$ cat src/rtl/spi_wslv_pkg.sv
// Package: shared types and the edge-role decoder for the SPI slave word engine.
// Assumes rise/fall flags are single-cycle pulses in the system domain.
package spi_wslv_pkg;

    // Which synchronised serial clock edge does what in the current mode
    typedef struct packed {
        logic sample;   // capture incoming bit
        logic change;   // move outgoing bit
    } spi_evt_t;

    // Map raw edges to capture/change roles from polarity and phase
    function automatic spi_evt_t pick_edges(input logic cpol, input logic cpha,
                                            input logic rise, input logic fall);
        spi_evt_t r;
        logic     lead;
        logic     trail;
        lead     = cpol ? fall : rise;
        trail    = cpol ? rise : fall;
        r.sample = cpha ? trail : lead;
        r.change = cpha ? lead  : trail;
        return r;
    endfunction

endpackage

$ cat src/rtl/spi_line_sync.sv
// Module: resynchronises serial clock, chip select and data into the system
// clock domain and turns serial clock transitions into capture/change pulses.
// Assumes the serial clock half period spans several system clocks.
module spi_line_sync
    import spi_wslv_pkg::*;
#(
    parameter int SYNC_STAGES = 2
) (
    input  logic     clk,
    input  logic     rst_n,
    input  logic     cpol,
    input  logic     cpha,
    input  logic     sck_pin,
    input  logic     cs_n_pin,
    input  logic     mosi_pin,
    output logic     sel,
    output logic     mosi_s,
    output spi_evt_t evt
);
    localparam int TOP = SYNC_STAGES - 1;

    logic [TOP:0] sck_pipe;
    logic [TOP:0] cs_pipe;
    logic [TOP:0] mosi_pipe;
    logic         sck_last;
    logic         rise;
    logic         fall;

    // Flip-flop chains on the three serial inputs plus previous clock level
    always_ff @(posedge clk) begin
        if (!rst_n) begin
            sck_pipe  <= '0;
            cs_pipe   <= '1;
            mosi_pipe <= '0;
            sck_last  <= 1'b0;
        end else begin
            sck_pipe  <= {sck_pipe[TOP-1:0], sck_pin};
            cs_pipe   <= {cs_pipe[TOP-1:0], cs_n_pin};
            mosi_pipe <= {mosi_pipe[TOP-1:0], mosi_pin};
            sck_last  <= sck_pipe[TOP];
        end
    end

    assign sel    = ~cs_pipe[TOP];
    assign mosi_s = mosi_pipe[TOP];
    assign rise   = sck_pipe[TOP] & ~sck_last;
    assign fall   = ~sck_pipe[TOP] & sck_last;

    // Edge roles, suppressed while the slave is not selected
    always_comb begin
        evt = pick_edges(cpol, cpha, rise, fall);
        if (!sel) evt = '0;
    end

endmodule

$ cat src/rtl/spi_bit_seq.sv
// Module: bit position counter that wraps every word while selected, flags
// the final capture and raises the transmit request ahead of the word end.
// Assumes 1 <= REQ_LEAD <= WORD_W-1.
module spi_bit_seq #(
    parameter int WORD_W   = 8,
    parameter int REQ_LEAD = 3
) (
    input  logic                      clk,
    input  logic                      rst_n,
    input  logic                      sel,
    input  logic                      sample,
    output logic [$clog2(WORD_W)-1:0] bit_cnt,
    output logic                      word_done,
    output logic                      req
);
    localparam int CW     = $clog2(WORD_W);
    localparam int REQ_AT = WORD_W - REQ_LEAD;

    assign word_done = sample && (bit_cnt == CW'(WORD_W - 1));

    // Count captures, wrap at the word end, pulse the request at REQ_AT
    always_ff @(posedge clk) begin
        if (!rst_n) begin
            bit_cnt <= '0;
            req     <= 1'b0;
        end else begin
            req <= 1'b0;
            if (!sel) begin
                bit_cnt <= '0;
            end else if (sample) begin
                bit_cnt <= word_done ? '0 : bit_cnt + 1'b1;
                if (bit_cnt == CW'(REQ_AT - 1)) req <= 1'b1;
            end
        end
    end

endmodule

$ cat src/rtl/spi_rx_path.sv
// Module: receive shifter; assembles incoming bits MSB first and publishes a
// complete word with a one-cycle valid strobe.
// Assumes sample pulses arrive only while selected.
module spi_rx_path #(
    parameter int WORD_W = 8
) (
    input  logic              clk,
    input  logic              rst_n,
    input  logic              sample,
    input  logic              word_done,
    input  logic              mosi_s,
    output logic [WORD_W-1:0] rx_word,
    output logic              rx_valid
);
    logic [WORD_W-1:0] rx_sr;
    logic [WORD_W-1:0] rx_next;

    assign rx_next = {rx_sr[WORD_W-2:0], mosi_s};

    // Shift on each capture and register the finished word
    always_ff @(posedge clk) begin
        if (!rst_n) begin
            rx_sr    <= '0;
            rx_word  <= '0;
            rx_valid <= 1'b0;
        end else begin
            rx_valid <= 1'b0;
            if (sample) begin
                rx_sr <= rx_next;
                if (word_done) begin
                    rx_word  <= rx_next;
                    rx_valid <= 1'b1;
                end
            end
        end
    end

endmodule

$ cat src/rtl/spi_tx_path.sv
// Module: transmit side; holding register written by the user, shift register
// reloaded at each word start, and a registered output select.
// Assumes the user writes the holding register before the word boundary.
module spi_tx_path #(
    parameter int WORD_W = 8
) (
    input  logic              clk,
    input  logic              rst_n,
    input  logic              sel,
    input  logic              change,
    input  logic              at_word_start,
    input  logic              we,
    input  logic [WORD_W-1:0] wdata,
    output logic              miso,
    output logic              hold_msb,
    output logic              shreg_on
);
    logic [WORD_W-1:0] hold_word;
    logic [WORD_W-1:0] tx_sr;

    // Holding register: keeps the last written word until overwritten
    always_ff @(posedge clk) begin
        if (!rst_n) hold_word <= '0;
        else if (we) hold_word <= wdata;
    end

    // Shift register: preload while idle, reload at word start, else shift
    always_ff @(posedge clk) begin
        if (!rst_n) begin
            tx_sr <= '0;
        end else if (!sel) begin
            tx_sr <= hold_word;
        end else if (change) begin
            tx_sr <= at_word_start ? hold_word : {tx_sr[WORD_W-2:0], 1'b0};
        end
    end

    // Output select: moves to the shift register after its first update
    always_ff @(posedge clk) begin
        if (!rst_n) shreg_on <= 1'b0;
        else if (!sel) shreg_on <= 1'b0;
        else if (change) shreg_on <= 1'b1;
    end

    assign hold_msb = hold_word[WORD_W-1];
    assign miso     = shreg_on ? tx_sr[WORD_W-1] : hold_word[WORD_W-1];

endmodule

$ cat src/rtl/spi_word_slave.sv
// Module: top of the SPI slave word engine. Oversamples the serial lines on
// clk, supports all four polarity/phase modes and streams words back to back
// while chip select is low.
// Assumes mode inputs change only while chip select is high.
module spi_word_slave
    import spi_wslv_pkg::*;
#(
    parameter int WORD_W      = 8,
    parameter int REQ_LEAD    = 3,
    parameter int SYNC_STAGES = 2
) (
    input  logic              clk,
    input  logic              rst_n,
    input  logic              mode_cpol,
    input  logic              mode_cpha,
    input  logic              spi_sck,
    input  logic              spi_cs_n,
    input  logic              spi_mosi,
    output logic              spi_miso,
    output logic              tx_req,
    input  logic              tx_we,
    input  logic [WORD_W-1:0] tx_word,
    output logic [WORD_W-1:0] rx_word,
    output logic              rx_valid
);
    localparam int CW = $clog2(WORD_W);

    spi_evt_t      evt;
    logic          sel_act;
    logic          mosi_s;
    logic [CW-1:0] bit_cnt;
    logic          word_done;
    logic          hold_msb;
    logic          shreg_on;

    spi_line_sync #(.SYNC_STAGES(SYNC_STAGES)) u_sync (
        .clk      (clk),
        .rst_n    (rst_n),
        .cpol     (mode_cpol),
        .cpha     (mode_cpha),
        .sck_pin  (spi_sck),
        .cs_n_pin (spi_cs_n),
        .mosi_pin (spi_mosi),
        .sel      (sel_act),
        .mosi_s   (mosi_s),
        .evt      (evt)
    );

    spi_bit_seq #(.WORD_W(WORD_W), .REQ_LEAD(REQ_LEAD)) u_seq (
        .clk       (clk),
        .rst_n     (rst_n),
        .sel       (sel_act),
        .sample    (evt.sample),
        .bit_cnt   (bit_cnt),
        .word_done (word_done),
        .req       (tx_req)
    );

    spi_rx_path #(.WORD_W(WORD_W)) u_rx (
        .clk       (clk),
        .rst_n     (rst_n),
        .sample    (evt.sample),
        .word_done (word_done),
        .mosi_s    (mosi_s),
        .rx_word   (rx_word),
        .rx_valid  (rx_valid)
    );

    spi_tx_path #(.WORD_W(WORD_W)) u_tx (
        .clk           (clk),
        .rst_n         (rst_n),
        .sel           (sel_act),
        .change        (evt.change),
        .at_word_start (bit_cnt == '0),
        .we            (tx_we),
        .wdata         (tx_word),
        .miso          (spi_miso),
        .hold_msb      (hold_msb),
        .shreg_on      (shreg_on)
    );

endmodule

$ cat config.mk
export PLATFORM = sky130hd
export DESIGN_NAME = spi_word_slave
export DESIGN_NICKNAME = d
export VERILOG_FILES = /design/src/rtl/spi_wslv_pkg.sv /design/src/rtl/spi_line_sync.sv /design/src/rtl/spi_bit_seq.sv /design/src/rtl/spi_rx_path.sv /design/src/rtl/spi_tx_path.sv /design/src/rtl/spi_word_slave.sv
export SDC_FILE = /design/constraint.sdc
export NUM_CORES = 1
export LEC_CHECK = 0
export ABC_AREA = 1
export BUFFER_PORTS_ARGS = -buffer_cell sky130_fd_sc_hd__buf_2
export CAP_MARGIN = 20
export CORE_AREA = 5 5 88 65
export DETAILED_ROUTE_END_ITERATION = 12
export DIE_AREA = 0 0 93 70
export GPL_TIMING_DRIVEN = 0
export SYNTH_ARGS = -nofsm -noshare
export SYNTH_HDL_FRONTEND = slang
export SYNTH_SLANG_ARGS = --single-unit
$ cat constraint.sdc
create_clock -name clk -period 3.1 [get_ports clk]
set_clock_uncertainty 0.1 [all_clocks]
set_input_delay 0.31 -clock clk [delete_from_list [all_inputs] [get_ports clk]]
set_output_delay 0.31 -clock clk [all_outputs]
set_load 0.005 [all_outputs]
======== Word level (Yosys, flattened, before mapping) ========
Index checks and enable logic that the tools add are counted.
storage, ports and cells
  word-level logic and storage cells ...... 40
  bits in registers ....................... 44
  output and inout bits ................... 11
  input port bits ......................... 16
cells by class
  bitwise gates (word level) .............. 6
  eq/ne operators ......................... 2
  muxes and demuxes ....................... 12
  reduce and logical (&&, ||, !) cells .... 7
  $add $sub $neg .......................... 1
operators by type and width
  kind                                          count
  two-way mux 8 bit                             3
  two-way mux 1 bit                             7
  equality test 3 bit (second input constant)   2
  inverter 1 bit                                4
  AND reduction 2 bit                           2
  adder 3 x 1 -> 3 bit (second input constant)  1
  zero test 3 bit                               1
  two-way mux 3 bit                             1
  OR reduction 3 bit                            1
  AND 1 bit                                     2
  two-way mux 2 bit                             1
  nonzero test 2 bit                            1
  OR reduction 2 bit                            1
  logical AND 1 bit                             1

======== Logic depth before layout (Yosys ltp) ========
Gate-level depths: netlist of the first run.
  word-level depth ........................ 7
  mapped depth ............................ 9
  depth with buffers taken out ............ 8

======== Cells and area by module ========
A second synthesis of the first run with hierarchy kept.
unflattened totals
  cell total of the unflattened synthesis .. 244
  area, all modules ....................... 1853.0 um^2
modules (own cells, without submodules)
  module          cells an instance  area each (um^2)  times used  seq. area each (um^2)
  spi_tx_path     101                785.8             1           340.3
  spi_rx_path     73                 581.8             1           320.3
  spi_line_sync   40                 271.5             1           140.1
  spi_bit_seq     26                 196.4             1           80.1
  spi_word_slave  4                  17.5              1           0.0

======== Worst setup path before layout of the first run ========
Ideal clock, no wire load.
  path kind ............................... flip-flop to flip-flop
  start point ............................. register u_seq.bit_cnt[0]
  end point ............................... register u_tx.tx_sr[7]
  required time ........................... 2885 ps
  library setup time ...................... 115 ps
  period minus slack after synthesis ...... 1384 ps
  path buffers ............................ 1
  data arrival time ....................... 1169 ps
  stages on the path, launching flop included .. 10
  slack ................................... 1716 ps
  cells stage by stage .................... dfxtp_1 > inv_1 > ha_1 > nand2_1 > nand2_1 > buf_2 > nand2_1 > o21ai_0 > a21oi_1 > nor2_1
between the ends
  longest elaborated chain between the ends .. 4
ends and longest elaborated chain
  element                   line                  RTL
  start: declaration        spi_bit_seq.sv:12     output logic [$clog2(WORD_W)-1:0] bit_cnt,
  start signal: assignment  spi_bit_seq.sv:31     bit_cnt <= word_done ? '0 : bit_cnt + 1'b1;
  zero test 3 bit           spi_word_slave.sv:74  .at_word_start (bit_cnt == '0),
  two-way mux 8 bit         spi_tx_path.sv:34     tx_sr <= at_word_start ? hold_word : {tx_sr[WORD_W-2:0], 1'b0};
  two-way mux 8 bit         spi_tx_path.sv:33     end else if (change) begin
  two-way mux 8 bit         spi_tx_path.sv:31     end else if (!sel) begin
  end signal: assignment    spi_tx_path.sv:32     tx_sr <= hold_word;
  end signal: assignment    spi_tx_path.sv:34
  end: declaration          spi_tx_path.sv:19     logic [WORD_W-1:0] tx_sr;
No other way between the ends. The select of a mux whose other input is x is not followed.
A chain may end at the register's enable or synchronous reset.

======== Final worst setup path of the first run ========
Ends and elaborated chain as after synthesis.

==> out/results.txt, run 1 <==
The flow ran to the end, and the final reports show no timing, DRC or antenna violations. Max-cap violations in this run came to 0. For the initial antenna violation count, the log shows 0. The first routing iteration left 102 violations. The first detailed-routing pass ran for 5 iterations. The number of buffers and inverters on the critical path is 2. The total clock sinks was 44. The number of enable-type register cells in the synthesized netlist is 0. In this run the deepest clock path goes through 2 buffers. The cell area that synthesis handed to floorplanning was 1856 µm². For this run, the number of Yosys warnings is 0. The worst path needs 1.614 ns of the cycle, external delays included.

After detailed routing, the total wire length is 3952 µm. Die outline width: 93 µm. The routed length per placed instance was 11.32 µm; the total of flip-flops plus latches after synthesis was 44. The signal on the critical path passes through inv_1 > ha_1 > nand2_1 > nand2_1 > buf_2 > nand2_1 > o21ai_0 > a21oi_1 > nor2_1. The floorplan has 21 rows. The total overflow left after global routing is 0.

Kind of cell with the highest combined delay on the critical path: flip-flops. The root buffer cell chosen for the clock tree is sky130_fd_sc_hd__clkbuf_8. Setup repair after global routing left no endpoint under its margin. Once the floorplan was initialized, standard cells occupied 39.23% of the core.

The post-CTS repair timing setup buffer count was 0. Among the stages of the critical path, the cell type that occurs most often is sky130_fd_sc_hd__nand2_1. The weighted congestion reported at the end of routability-driven placement is 0.7547.

In the final timing run, aggregate negative setup slack is 0 ns. The detailed router placed 1609 vias in this run. The later pin in the worst-skew pair is clocked with a latency of 0.30 ns. The tools report the worst reg2reg path startpoint as u_seq.bit_cnt[0].

The maximum fanout count along the critical path is 10. Derived from the worst setup path, the maximum achievable clock frequency is 619.5 MHz. For the worst setup path, the data required time is 3.19 ns.

Power spread over the standard cell area amounts to 511.9 nW/µm². The pre-CTS setup slack is 1.536 ns. The area of the die was 6510 µm².

For the total number of nets in the final design, the log shows 310. Dividing the detail-routed via count by the number of cells gives 4.610. For the area of the placeable core, the log shows 4730 µm².

For this run, the total global-route usage over all layers was measured as 13.35%. For this run, the register share of the synthesized area comes to 47.47%. In this run the remaining antenna-violating nets after routing total 0. The number of cell instances on the worst register-to-register path was 9; the pin count of the biggest net entering global routing was 14. The depth of the worst hold-timing path was 3.

0 antenna diodes ended up in the layout. In the routed design, unresolved DRC markers number 0. For the pin with the worst max-slew slack, the measured transition is 0.5133 ns. TritonCTS built the clock tree. The worst hold path terminates at u_sync.mosi_pipe[0]. Once the clock tree was built, the resizer swapped 0 gates to a different size. Slowest stage cell on the critical path: sky130_fd_sc_hd__dfxtp_1.

The average cell area after synthesis works out to 7.192 µm². The run gives 1.49 ns as the internal reg-to-reg setup slack. The wire-length estimate of the detail-placed layout is 2837 µm.

The main flop type after synthesis was sky130_fd_sc_hd__dfxtp_1. The endpoint identified for the worst register-to-register timing path is u_tx.tx_sr[7]. The post-synthesis to final-layout area growth works out to 16.66%. The run gives 0 as the number of slew-limit violations in the final report. The worst setup path is captured at a flop. In this run the number of H-tree levels came out at 2. Highest ir drop seen on vdd: 0.1844 mV. The logs give 0 for the final number of setup-violating endpoints and 1.486 ns for the slack of the critical path. The highest cell delay on the worst timing path was 0.36 ns. Path category of the worst min-delay check: input port to flop. Data arrival time of the critical path: 1.71 ns. The headroom to the max-slew limit is 65.78%.

The count of endpoints failing hold in the final timing report was 0; the first-pass GRT wire length was 6893 µm. Clock-pin slew was measured on the worst setup and hold paths at 0.08 ns. The die is 70 µm tall. Count of boundary I/O pins: 27. The run gives 5 as the total clock buffers created by CTS. The share of cells above drive strength 1 is 16.78%, and the share of the clock period used by the worst path is 52.07%. For this design, the CTS-stage hold fixing added 0 buffers.

The post-synthesis instance total is 258, and the async set or reset register ratio after synthesis is 0%. Fill cells in the final layout number 503. STA classifies the critical path startpoint as a flop. The tools report the number of global-route vias before repair as 1449. The worst hold path begins at spi_mosi. Synthesis instantiated 22 different standard cells from the library.

The tools report the total nets after synthesis as 277. Buffers placed on the I/O ports in this run total 26. Summed over all cells, the static leakage comes to 0.001029 µW. The critical path in this run is classified as flop to flop.
==> cells by family (layout without fill, tap and decap cells) <==
| family | count (synthesis) | count (layout) | synth area share (%) |
|---|---|---|---|
| fa+ha+maj | 3 | 3 | 2.023 |
| simple gates | 129 | 129 | 29.20 |
| flops | 44 | 44 | 47.47 |
| buf+inv | 47 | 81 | 11.87 |
| compound gates | 35 | 35 | 9.440 |
==> flip-flops by register name (all words and copies together) (netlist names) <==
register,count
u_rx.rx_valid,1
u_tx.shreg_on,1
u_tx.hold_word,8
u_seq.req,1
u_sync.sck_pipe,2
u_sync.mosi_pipe,2
u_rx.rx_sr,7
u_tx.tx_sr,8
u_seq.bit_cnt,3
u_rx.rx_word,8
u_sync.cs_pipe,2
u_sync.sck_last,1
==> worst reg2reg max path: stages, from the launching register on <==
cell and delay [ns]:
sky130_fd_sc_hd__dfxtp_1 0.36, sky130_fd_sc_hd__inv_1 0.07, sky130_fd_sc_hd__ha_1 0.21, sky130_fd_sc_hd__nand2_1 0.07
sky130_fd_sc_hd__nand2_1 0.14, sky130_fd_sc_hd__buf_2 0.23, sky130_fd_sc_hd__nand2_1 0.07, sky130_fd_sc_hd__o21ai_0 0.07
sky130_fd_sc_hd__a21oi_1 0.13, sky130_fd_sc_hd__nor2_1 0.06
==> cells in the final DEF, fill, tap and decap left out <==
master / n
sky130_fd_sc_hd__or2_2: 2
sky130_fd_sc_hd__nand3_2: 2
sky130_fd_sc_hd__nand4_1: 1
sky130_fd_sc_hd__ha_1: 3
sky130_fd_sc_hd__clkbuf_1: 3
sky130_fd_sc_hd__nand3_1: 18
sky130_fd_sc_hd__buf_6: 3
sky130_fd_sc_hd__nand2_1: 62
sky130_fd_sc_hd__bufinv_16: 1
sky130_fd_sc_hd__nor2_2: 1
sky130_fd_sc_hd__clkinv_2: 1
sky130_fd_sc_hd__dfxtp_1: 44
sky130_fd_sc_hd__nor2_4: 1
sky130_fd_sc_hd__clkbuf_8: 6
sky130_fd_sc_hd__buf_4: 1
sky130_fd_sc_hd__and3_1: 1
sky130_fd_sc_hd__buf_2: 29
sky130_fd_sc_hd__clkinv_1: 1
sky130_fd_sc_hd__o21ai_0: 16
sky130_fd_sc_hd__inv_1: 35
sky130_fd_sc_hd__nand2_2: 1
sky130_fd_sc_hd__nor2_1: 40
sky130_fd_sc_hd__clkbuf_4: 1
sky130_fd_sc_hd__a21oi_1: 19
==> per-stage QoR <==
step	power, µW	hold slack (ns)	instance area [µm²]	util [%]	instances
after floorplan	658.8	0.2905	1856	-	258
after CTS	1121	0.07702	2165	45.77	349
after detailed placement	687.1	0.3063	2057	43.49	341
final	1108	0.08527	2165	45.77	349
after global placement	685.1	0.2924	2057	43.49	341
after global routing	1162	0.08007	2165	45.77	349
==> routing by layer <==
metal  track usage (%)  vias to the layer above  wire length, µm
met2             17.16                       36             1543
met4             6.341                        0               74
met3             3.541                        5              176
met5                 0                        -                0
met1             20.12                      710             2157
li1                  -                      858                -
==> layout make-up <==
cell class	count	area [µm²]	area share, %
multi-input cells	167	754.5	34.86
inverters	36	135.1	6.243
repair buffers	26	130.1	6.012
clock buffers	6	72.57	3.353
clock inverters	2	35.03	1.618
flip-flops and latches	44	880.8	40.69
well taps	57	71.32	3.295
plain buffers	11	85.08	3.931
==> how the worst max path moves through the flow <==
stage          slack, ns             to  cells past startpoint              from
2_1_floorplan       1.72  u_tx.tx_sr[7]                      9  u_seq.bit_cnt[0]
3_3_place_gp        1.52  u_tx.tx_sr[7]                      9  u_seq.bit_cnt[0]
3_5_place_dp        1.54  u_tx.tx_sr[7]                      9  u_seq.bit_cnt[0]
4_1_cts             1.51  u_tx.tx_sr[7]                      9  u_seq.bit_cnt[0]
5_1_grt             1.35  u_tx.tx_sr[6]                      9  u_seq.bit_cnt[0]
6_report            1.49  u_tx.tx_sr[7]                      9  u_seq.bit_cnt[0]
==> synth_stat cells, types with 2 or more instances <==
cell type / instances / area share, %
sky130_fd_sc_hd__inv_1: 35 / 7.1
sky130_fd_sc_hd__a21oi_1: 19 / 5.1
sky130_fd_sc_hd__buf_2: 3 / 0.81
sky130_fd_sc_hd__buf_6: 3 / 1.8
sky130_fd_sc_hd__nand2_1: 62 / 13
sky130_fd_sc_hd__dfxtp_1: 44 / 47
sky130_fd_sc_hd__o21ai_0: 16 / 4.3
sky130_fd_sc_hd__nor2_1: 40 / 8.1
sky130_fd_sc_hd__clkbuf_1: 2 / 0.40
sky130_fd_sc_hd__nand3_2: 2 / 1.1
sky130_fd_sc_hd__nand3_1: 18 / 4.9
sky130_fd_sc_hd__ha_1: 3 / 2.0
sky130_fd_sc_hd__or2_2: 2 / 0.67
==> report_power, final <==
part | switching (µW) | internal [µW]
sequential | 7.29 | 583
combinational | 50.3 | 33.5
clock | 195 | 239
Power figures use the tool's default switching activity.
==> run 2: changes to the inputs <==
==> constraint.sdc (replaced) <==
create_clock -name clk -period 1.4 [get_ports clk]
set_clock_uncertainty 0.1 [all_clocks]
set_input_delay 0.14 -clock clk [delete_from_list [all_inputs] [get_ports clk]]
set_output_delay 0.14 -clock clk [all_outputs]
set_load 0.005 [all_outputs]
==> out/results.txt, run 2 (synthesis results as in run 1) <==
The tools report the part of the power in registers as 52.5%. The H-tree generated during clock tree synthesis spans 2 levels. The first global-routing pass estimated 7189 µm of wire.

The slowest stage cell on the critical path is sky130_fd_sc_hd__dfxtp_4. The peak clock frequency supported by timing was 730.8 MHz; the placement row count was 21. The share of cells above drive strength 1 came out at 26.77%. Once detailed placement completed, the half-perimeter wirelength came to 2837 µm.

The post-synthesis to final-layout area growth came out at 33.98%. The run gives 0 as the number of slew-limit violations in the final report. The critical path is of the flop to flop type. In this run, the number of DRC markers left after iteration 0 of detailed routing was 116. The logs give 66.67% for the headroom to the max-slew limit and 5 for the total clock buffers created by CTS.

Initial antenna violation count: 0. The flow ran to the end, and the final reports show no timing, DRC or antenna violations. Start point of the worst hold path: tx_word[0]. In this run, the combinational gates consume 8.9% of the power. The run gives 2 as the largest buffer count on any clock path. STA classifies the critical path endpoint as a flop. The internal power consumption came out at 1914 µW. Multi-input logic area: 859.6 µm².

The number of global-route vias before repair was 1494. Setup repair after global routing could not meet its margin everywhere. In this run the worst setup path begins at u_seq.bit_cnt[0].

The floorplan step set the die height to 70 µm. The detail route stage leaves a number of antenna-violating nets equal to 0. Across every metal layer, demand over resource in global routing totals 13.96%. Data on the critical path arrives at its endpoint at 1.47 ns.

The die covers 6510 µm². In this run the horizontal extent of the chip is 93 µm. Once placement completed, the tool counted placed cells totaling 341. The critical path goes through ha_4 > ha_4 > nand4_1 > buf_6 > buf_6 > nor2_1 > nor2_1. The tree is rooted in a sky130_fd_sc_hd__clkbuf_8. For this run, the number of standard cells in the final layout without fillers is 367. The required time at the endpoint of the critical path was 1.50 ns; the maximum fanout count along the critical path was 5. The routed via count is 1685. In the routed design, unresolved DRC markers number 0. After detailed routing, the average wire length per cell comes to 11.46 µm. Max-cap violations in this run came to 0. Fill cells in the final layout number 462.

In this run the critical register-to-register path is launched from u_seq.bit_cnt[0]. For this design the top-level I/O count stands at 27. TritonCTS built the clock tree.

For this run, the slowest stage of the critical path takes 0.38 ns. For this design the ratio of total power to cell area is 998.8 nW/µm². The net count of the finished layout is 328. The tools report the weighted congestion reported at the end of routability-driven placement as 0.7547.

For the pin with the worst max-slew slack, the measured transition is 0.4999 ns. The path category of the worst min-delay check is input port to flop. The top cell types in the final layout, fill and taps aside, are sky130_fd_sc_hd__nand2_1 (55), sky130_fd_sc_hd__dfxtp_1 (40), sky130_fd_sc_hd__nor2_1 (39). Across the VDD grid, the largest voltage drop is 0.4128 mV. The static leakage was 0.001144 µW; the share of the clock period used by the worst path was 97.74%. In this run switching power makes up 22.94% of total power. Setup violations remaining at the end of the flow were counted as 0.

In this run the power spent charging and discharging nets is 569.6 µW. The final critical-path required period is 1.368 ns, and the insertion delay to the later sink of the worst-skew pair is 0.30 ns. Final routed wirelength across all metal layers: 4205 µm. Before antenna repair, the detailed router went through 4 iterations. Clock-pin slew was measured on the worst setup and hold paths at 0.08 ns.

The count of endpoints failing hold in the final timing report was 0; the count of port buffers added during placement was 26. The tools report the total clock sinks as 44. Timing analysis after detailed placement gives a worst setup slack of -0.1641 ns.

The total inserted antenna cells is 0, and the pin count of the biggest net entering global routing is 14. Setup slack on the critical path of the routed design comes to 0.03162 ns. The starting density of the core is 39.23%. Registers take 893.4 µm². The worst setup path is launched from a flop. For the total congestion overflow, the log shows 0. In this run, the clock network consumes 38.6% of the power.

After detailed routing, the number of vias per cell comes to 4.591. The run gives 0.03040 ns as the final hold slack. The commonest non-fill, non-tap cell in the layout is sky130_fd_sc_hd__nand2_1. The largest registers in the layout are u_rx.rx_word: 8 flops, u_tx.hold_word: 8 flops, u_tx.tx_sr: 8 flops. The area of the placeable core is 4730 µm².
-- run 2: cell count changes in the layout (fill, tap and decap cells not counted), moves of 4 or more --
cell | previous run | this run
sky130_fd_sc_hd__o21ai_0 | 16 | 10
sky130_fd_sc_hd__buf_6 | 3 | 8
sky130_fd_sc_hd__nand2_2 | 1 | 5
sky130_fd_sc_hd__o21ai_1 | 0 | 6
sky130_fd_sc_hd__dfxtp_1 | 44 | 40
sky130_fd_sc_hd__nand2_1 | 62 | 55
sky130_fd_sc_hd__nand3_2 | 2 | 7
sky130_fd_sc_hd__dlygate4sd3_1 | 0 | 10
sky130_fd_sc_hd__inv_1 | 35 | 31
sky130_fd_sc_hd__nand3_1 | 18 | 13
-- run 2: power by group through the flow --
stage | Clock [µW] | Sequential [µW] | Combinational (µW)
5_1_grt | 1040 | 1310 | 253
3_3_place_gp | 0 | 1330 | 182
6_report | 959 | 1300 | 222
2_1_floorplan | 0 | 1330 | 128
3_5_place_dp | 0 | 1340 | 186
4_1_cts | 989 | 1310 | 210
-- run 2: worst max-delay path: cells and delay by family, from the launching register on --
| family | cells | cell delay (ns) |
|---|---|---|
| fa+ha+maj | 2 | 0.26 |
| simple gates | 3 | 0.25 |
| flops | 1 | 0.38 |
| buf+inv | 2 | 0.27 |
-- run 2: cell type report --
cell class,count,share of cell area [%]
inverters,36,5.536
repair buffers,44,12.63
flip-flops and latches,44,35.93
clock inverters,2,1.409
clock buffers,6,2.919
well taps,57,2.869
plain buffers,11,4.127
multi-input cells,167,34.57
-- run 2: per-layer routing --
| metal | vias to the layer above | track usage, % | share of wire (%) |
|---|---|---|---|
| li1 | 895 | - | - |
| met2 | 28 | 17.88 | 40 |
| met4 | 0 | 6.341 | 2.1 |
| met1 | 754 | 21.37 | 54 |
| met3 | 8 | 3.433 | 4.2 |
| met5 | - | 0 | 0 |
-- run 2: metrics by stage --
step / utilization [%] / power (µW) / cell area (µm²) / TNS, ns
global route: 52.57 / 2602 / 2486 / -0.3705
floorplan: - / 1459 / 1856 / 0
CTS: 50.26 / 2505 / 2377 / 0
detailed placement: 43.49 / 1521 / 2057 / -1.847
global placement: 43.49 / 1517 / 2057 / -1.570
finish: 52.57 / 2483 / 2486 / 0
-- run 2: timing repair --
action                                 CTS  global route
setup endpoints to repair               15            27
setup buffers                            5             0
pin swaps                                5            17
hold buffers                            10             0
cloned                                   2             1
endpoints found under the hold margin   10             0
gates resized for setup                 15            39
-- run 2: path summary, 6_finish.rpt --
kind / end / slack, ns / cells past startpoint
setup / recovery: u_rx.rx_word[4] / 0.03 / 7
hold / removal: u_tx.hold_word[0] / 0.03 / 3
setup reg to reg: u_rx.rx_word[4] / 0.03 / 7
hold reg to reg: u_sync.sck_pipe[1] / 0.31 / 2
==> run 3: changes to the inputs <==
--- a/config.mk
+++ b/config.mk
@@ -14,4 +14,5 @@
 export GPL_TIMING_DRIVEN = 0
 export SYNTH_ARGS = -nofsm -noshare
 export SYNTH_HDL_FRONTEND = slang
+export SYNTH_HIERARCHICAL = 1
 export SYNTH_SLANG_ARGS = --single-unit
==> out/results.txt, run 3 <==
STA classifies the critical path endpoint as a flop. The static leakage is 0.001173 µW. The count of buffers added on input and output ports is 26. From left edge to right edge, the die measures 93 µm. The largest single stage delay on the critical path is 0.37 ns. The die covers 6510 µm².

The tools report the met2 wire length as 1603 µm. For this design, the slowest cell found on the critical path is sky130_fd_sc_hd__dfxtp_4. Setup repair after global routing could not meet its margin everywhere. For the pin with the worst max-slew slack, the measured transition is 0.2548 ns.

For the aggregate negative setup slack, the log shows -0.5635 ns. By count the netlist is led by sky130_fd_sc_hd__dfxtp_1 (44), sky130_fd_sc_hd__nand2_1 (43), sky130_fd_sc_hd__nor2_1 (43). The logs give 244 for the post-synthesis instance total and 0 for the total congestion overflow. The number of optimization iterations in the first detailed-route pass was 4; the post-detailed-route via-to-cell ratio was 4.634. The detailed router put a total of 2115 µm of wire on met1. A synthesized cell averages 7.594 µm². For the first-pass GRT wire length, the log shows 6699 µm. After synthesis, the cell types taking the most area are sky130_fd_sc_hd__dfxtp_1 (48%), sky130_fd_sc_hd__nand2_1 (8.7%), sky130_fd_sc_hd__nor2_1 (8.7%).

The count of maximum capacitance violations came out at 0. The run gives 47.54% as the sequential share of the synthesized area. For the total number of nets in the final design, the log shows 308.

The top cell types in the final layout, fill and taps aside, are sky130_fd_sc_hd__dfxtp_1 (42), sky130_fd_sc_hd__nand2_1 (41), sky130_fd_sc_hd__nor2_1 (34). Clock tree synthesis found a total of 44 sinks. The region available for standard cell placement spans 4730 µm². Dividing the detail-routed wire length by the instance count gives 11.08 µm. For this run, the top clock speed supported by timing is 674.2 MHz. The run gives 12.52% as the overall fraction of global-route tracks in use. Largest buffer count on any clock path: 2. The insertion delay to the later sink of the worst-skew pair was 0.29 ns. The floorplan has 21 rows. Of the available clock period, the critical path in the final layout requires 105.9%. The commonest non-fill, non-tap cell in the layout was sky130_fd_sc_hd__dfxtp_1. Number of slew-limit violations in the final report: 0. The cell sitting at the root of the clock tree is a sky130_fd_sc_hd__clkbuf_8.

The post-route netlist has 29.66% of its cells at a drive strength greater than 1. TritonCTS built the clock tree. The total of flip-flops plus latches after synthesis was 44. Among cell families on the critical path, the largest total delay comes from simple AND/OR/NAND/NOR gates. Yosys mapped a number of flops with a built-in enable equal to 0. In the synthesized netlist the async set-or-reset flop fraction comes to 0%. Entering global routing, the biggest net connects 25 pins. Among all cell types in the netlist, the one instantiated most often is sky130_fd_sc_hd__dfxtp_1. For the slack of the critical path, the log shows -0.08330 ns. The CTS H-tree depth is 2, and the count of endpoints failing hold in the final timing report is 0.

The Yosys step of the flow raised 6 warnings. The placed wire-length estimate after detailed placement is 2491 µm, and the total inserted antenna cells is 0. The worst setup path is launched from a flop. For the final number of setup-violating endpoints, the log shows 16. Clock-pin slew was measured on the worst setup and hold paths at 0.08 ns. In this run, distinct cell masters in the synthesized netlist total 19.

In this run, the number of DRC markers left after iteration 0 of detailed routing was 99. The post-synthesis to final-layout area growth is 26.74%, and the vertical die dimension is 70 µm. Of all cell types, the one taking the most synthesized area is sky130_fd_sc_hd__dfxtp_1. The count of antenna-violating nets left after detailed routing is 0. The total clock buffers created by CTS came out at 5.

Main flop type after synthesis: sky130_fd_sc_hd__dfxtp_1. The top routing layer in use was met4. Counting the fill cells in the layout gives 489. Routability-driven placement finished with a final weighted congestion of 0.7265. The initial antenna violation count came out at 0. The critical path class is flop to flop. The total length of routed met3 wires came out at 109 µm. The checks that failed: negative setup slack.

The path category of the worst min-delay check is input port to flop. The run gives 27 as the count of boundary I/O pins. The largest registers in the layout are u_rx/rx_word: 8 flops, u_tx/hold_word: 8 flops, u_tx/tx_sr: 8 flops. After synthesis, the largest area contributor takes up 47.54% of total cell area. The run finished, with violations left.

After detailed routing, the total wire length is 3845 µm. Post-route DRC violation count: 0. The areal power density over the cells came out at 990.4 nW/µm². The tools report the number of global-route vias before repair as 1473. In this run the worst path has a maximum fanout of 6. Counting both buffers and inverters, the worst setup path holds a total of 3. The logs give 263 for the total nets after synthesis and 1.49 ns for the required time at the endpoint of the critical path. The logs give 1.57 ns for the data arrival time of the critical path and 0.5439 mV for the highest ir drop seen on vdd. The final hold slack is 0.02194 ns.

The final critical-path required period was 1.483 ns. The logs give 1608 for the routed via count and 1853 µm² for the area of the mapped netlist. Walking the worst path, the cells encountered are inv_2 > nand3_2 > nand2_2 > nor2_2 > nor2_4 > nand2_1 > inv_2 > nand2_4 > buf_6 > nor2_2 > nor2_1. The initial utilization of the core area, before any placement, comes to 39.18%.

The run gives 83.01% as the headroom to the max-slew limit.
[run 3: cell types whose count changed after synthesis, sizes merged]
cell and change:
and3 -1, clkinv -1, nand3 +1, nand4 -1
clkbuf -3, or2 -2, o21ai +8, o211a +1
nand2 -18, a21oi -1, nor2 +3
[run 3: report_power, final]
group | total [µW] | internal [µW] | leakage, µW | switching (µW)
Sequential | 1310 | 1290 | 0.000361 | 21.4
Clock | 800 | 403 | 0.0000455 | 397
Combinational | 211 | 91.5 | 0.000766 | 120
[run 3: cell families after synthesis]
family / count (synthesis) / share of synthesized area, %
simple gates: 111 / 25.25
flops: 44 / 47.54
compound gates: 43 / 13.30
buf+inv: 43 / 11.88
fa+ha+maj: 3 / 2.026
[run 3: path summary, 6_finish.rpt]
| path | start | end | slack, ns | cells past startpoint |
|---|---|---|---|---|
| min | tx_word[5] | u_tx/hold_word[5] | 0.02 | 3 |
| max | u_sync/sck_last | u_rx/rx_word[6] | -0.08 | 11 |
| max reg2reg | u_sync/sck_last | u_rx/rx_word[6] | -0.08 | 11 |
| min reg2reg | u_sync/cs_pipe[0] | u_sync/cs_pipe[1] | 0.30 | 2 |
[run 3: repair_timing]
action                     in CTS  in global routing
pin swaps                       5                  9
hold buffers                    5                  0
resized for setup              13                 15
buffers inserted                5                  2
hold endpoints to repair        4                  0
setup endpoints to repair      24                 29
cloned                          1                  1
[run 3: per-stage QoR]
step / setup WS (ns) / total power, µW / util, % / cells / cell area [µm²]
6_report: -0.08330 / 2326 / 49.66 / 347 / 2349
3_5_place_dp: -0.2945 / 1527 / 43.86 / 327 / 2074
2_1_floorplan: -0.1237 / 1466 / - / 244 / 1873
3_3_place_gp: -0.2787 / 1524 / 43.86 / 327 / 2074
4_1_cts: -0.06060 / 2355 / 48.04 / 345 / 2272
5_1_grt: -0.2186 / 2461 / 49.66 / 347 / 2349
[run 3: worst register-to-register path, stage by stage (launching register included)]
cell and delay, ns:
sky130_fd_sc_hd__dfxtp_4 0.37, sky130_fd_sc_hd__inv_2 0.07, sky130_fd_sc_hd__nand3_2 0.08, sky130_fd_sc_hd__nand2_2 0.07, sky130_fd_sc_hd__nor2_2 0.04, sky130_fd_sc_hd__nor2_4 0.16, sky130_fd_sc_hd__nand2_1 0.08, sky130_fd_sc_hd__inv_2 0.07
sky130_fd_sc_hd__nand2_4 0.07, sky130_fd_sc_hd__buf_6 0.14, sky130_fd_sc_hd__nor2_2 0.10, sky130_fd_sc_hd__nor2_1 0.05
[run 3: final cells by class]
type | count | area (µm²) | share of cell area [%]
sequential | 44 | 888.4 | 37.83
multi-input combinational | 158 | 845.8 | 36.01
buffer | 7 | 77.57 | 3.303
inverter | 35 | 133.9 | 5.701
clock buffer | 8 | 90.09 | 3.836
timing repair buffer | 38 | 241.5 | 10.28
tap | 57 | 71.32 | 3.037
[run 3: per-layer routing]
metal | GRT usage (%) | up-vias
li1 | - | 858
met1 | 18.55 | 723
met2 | 17.48 | 24
met3 | 3.004 | 3
met4 | 4.390 | 0
met5 | 0 | -
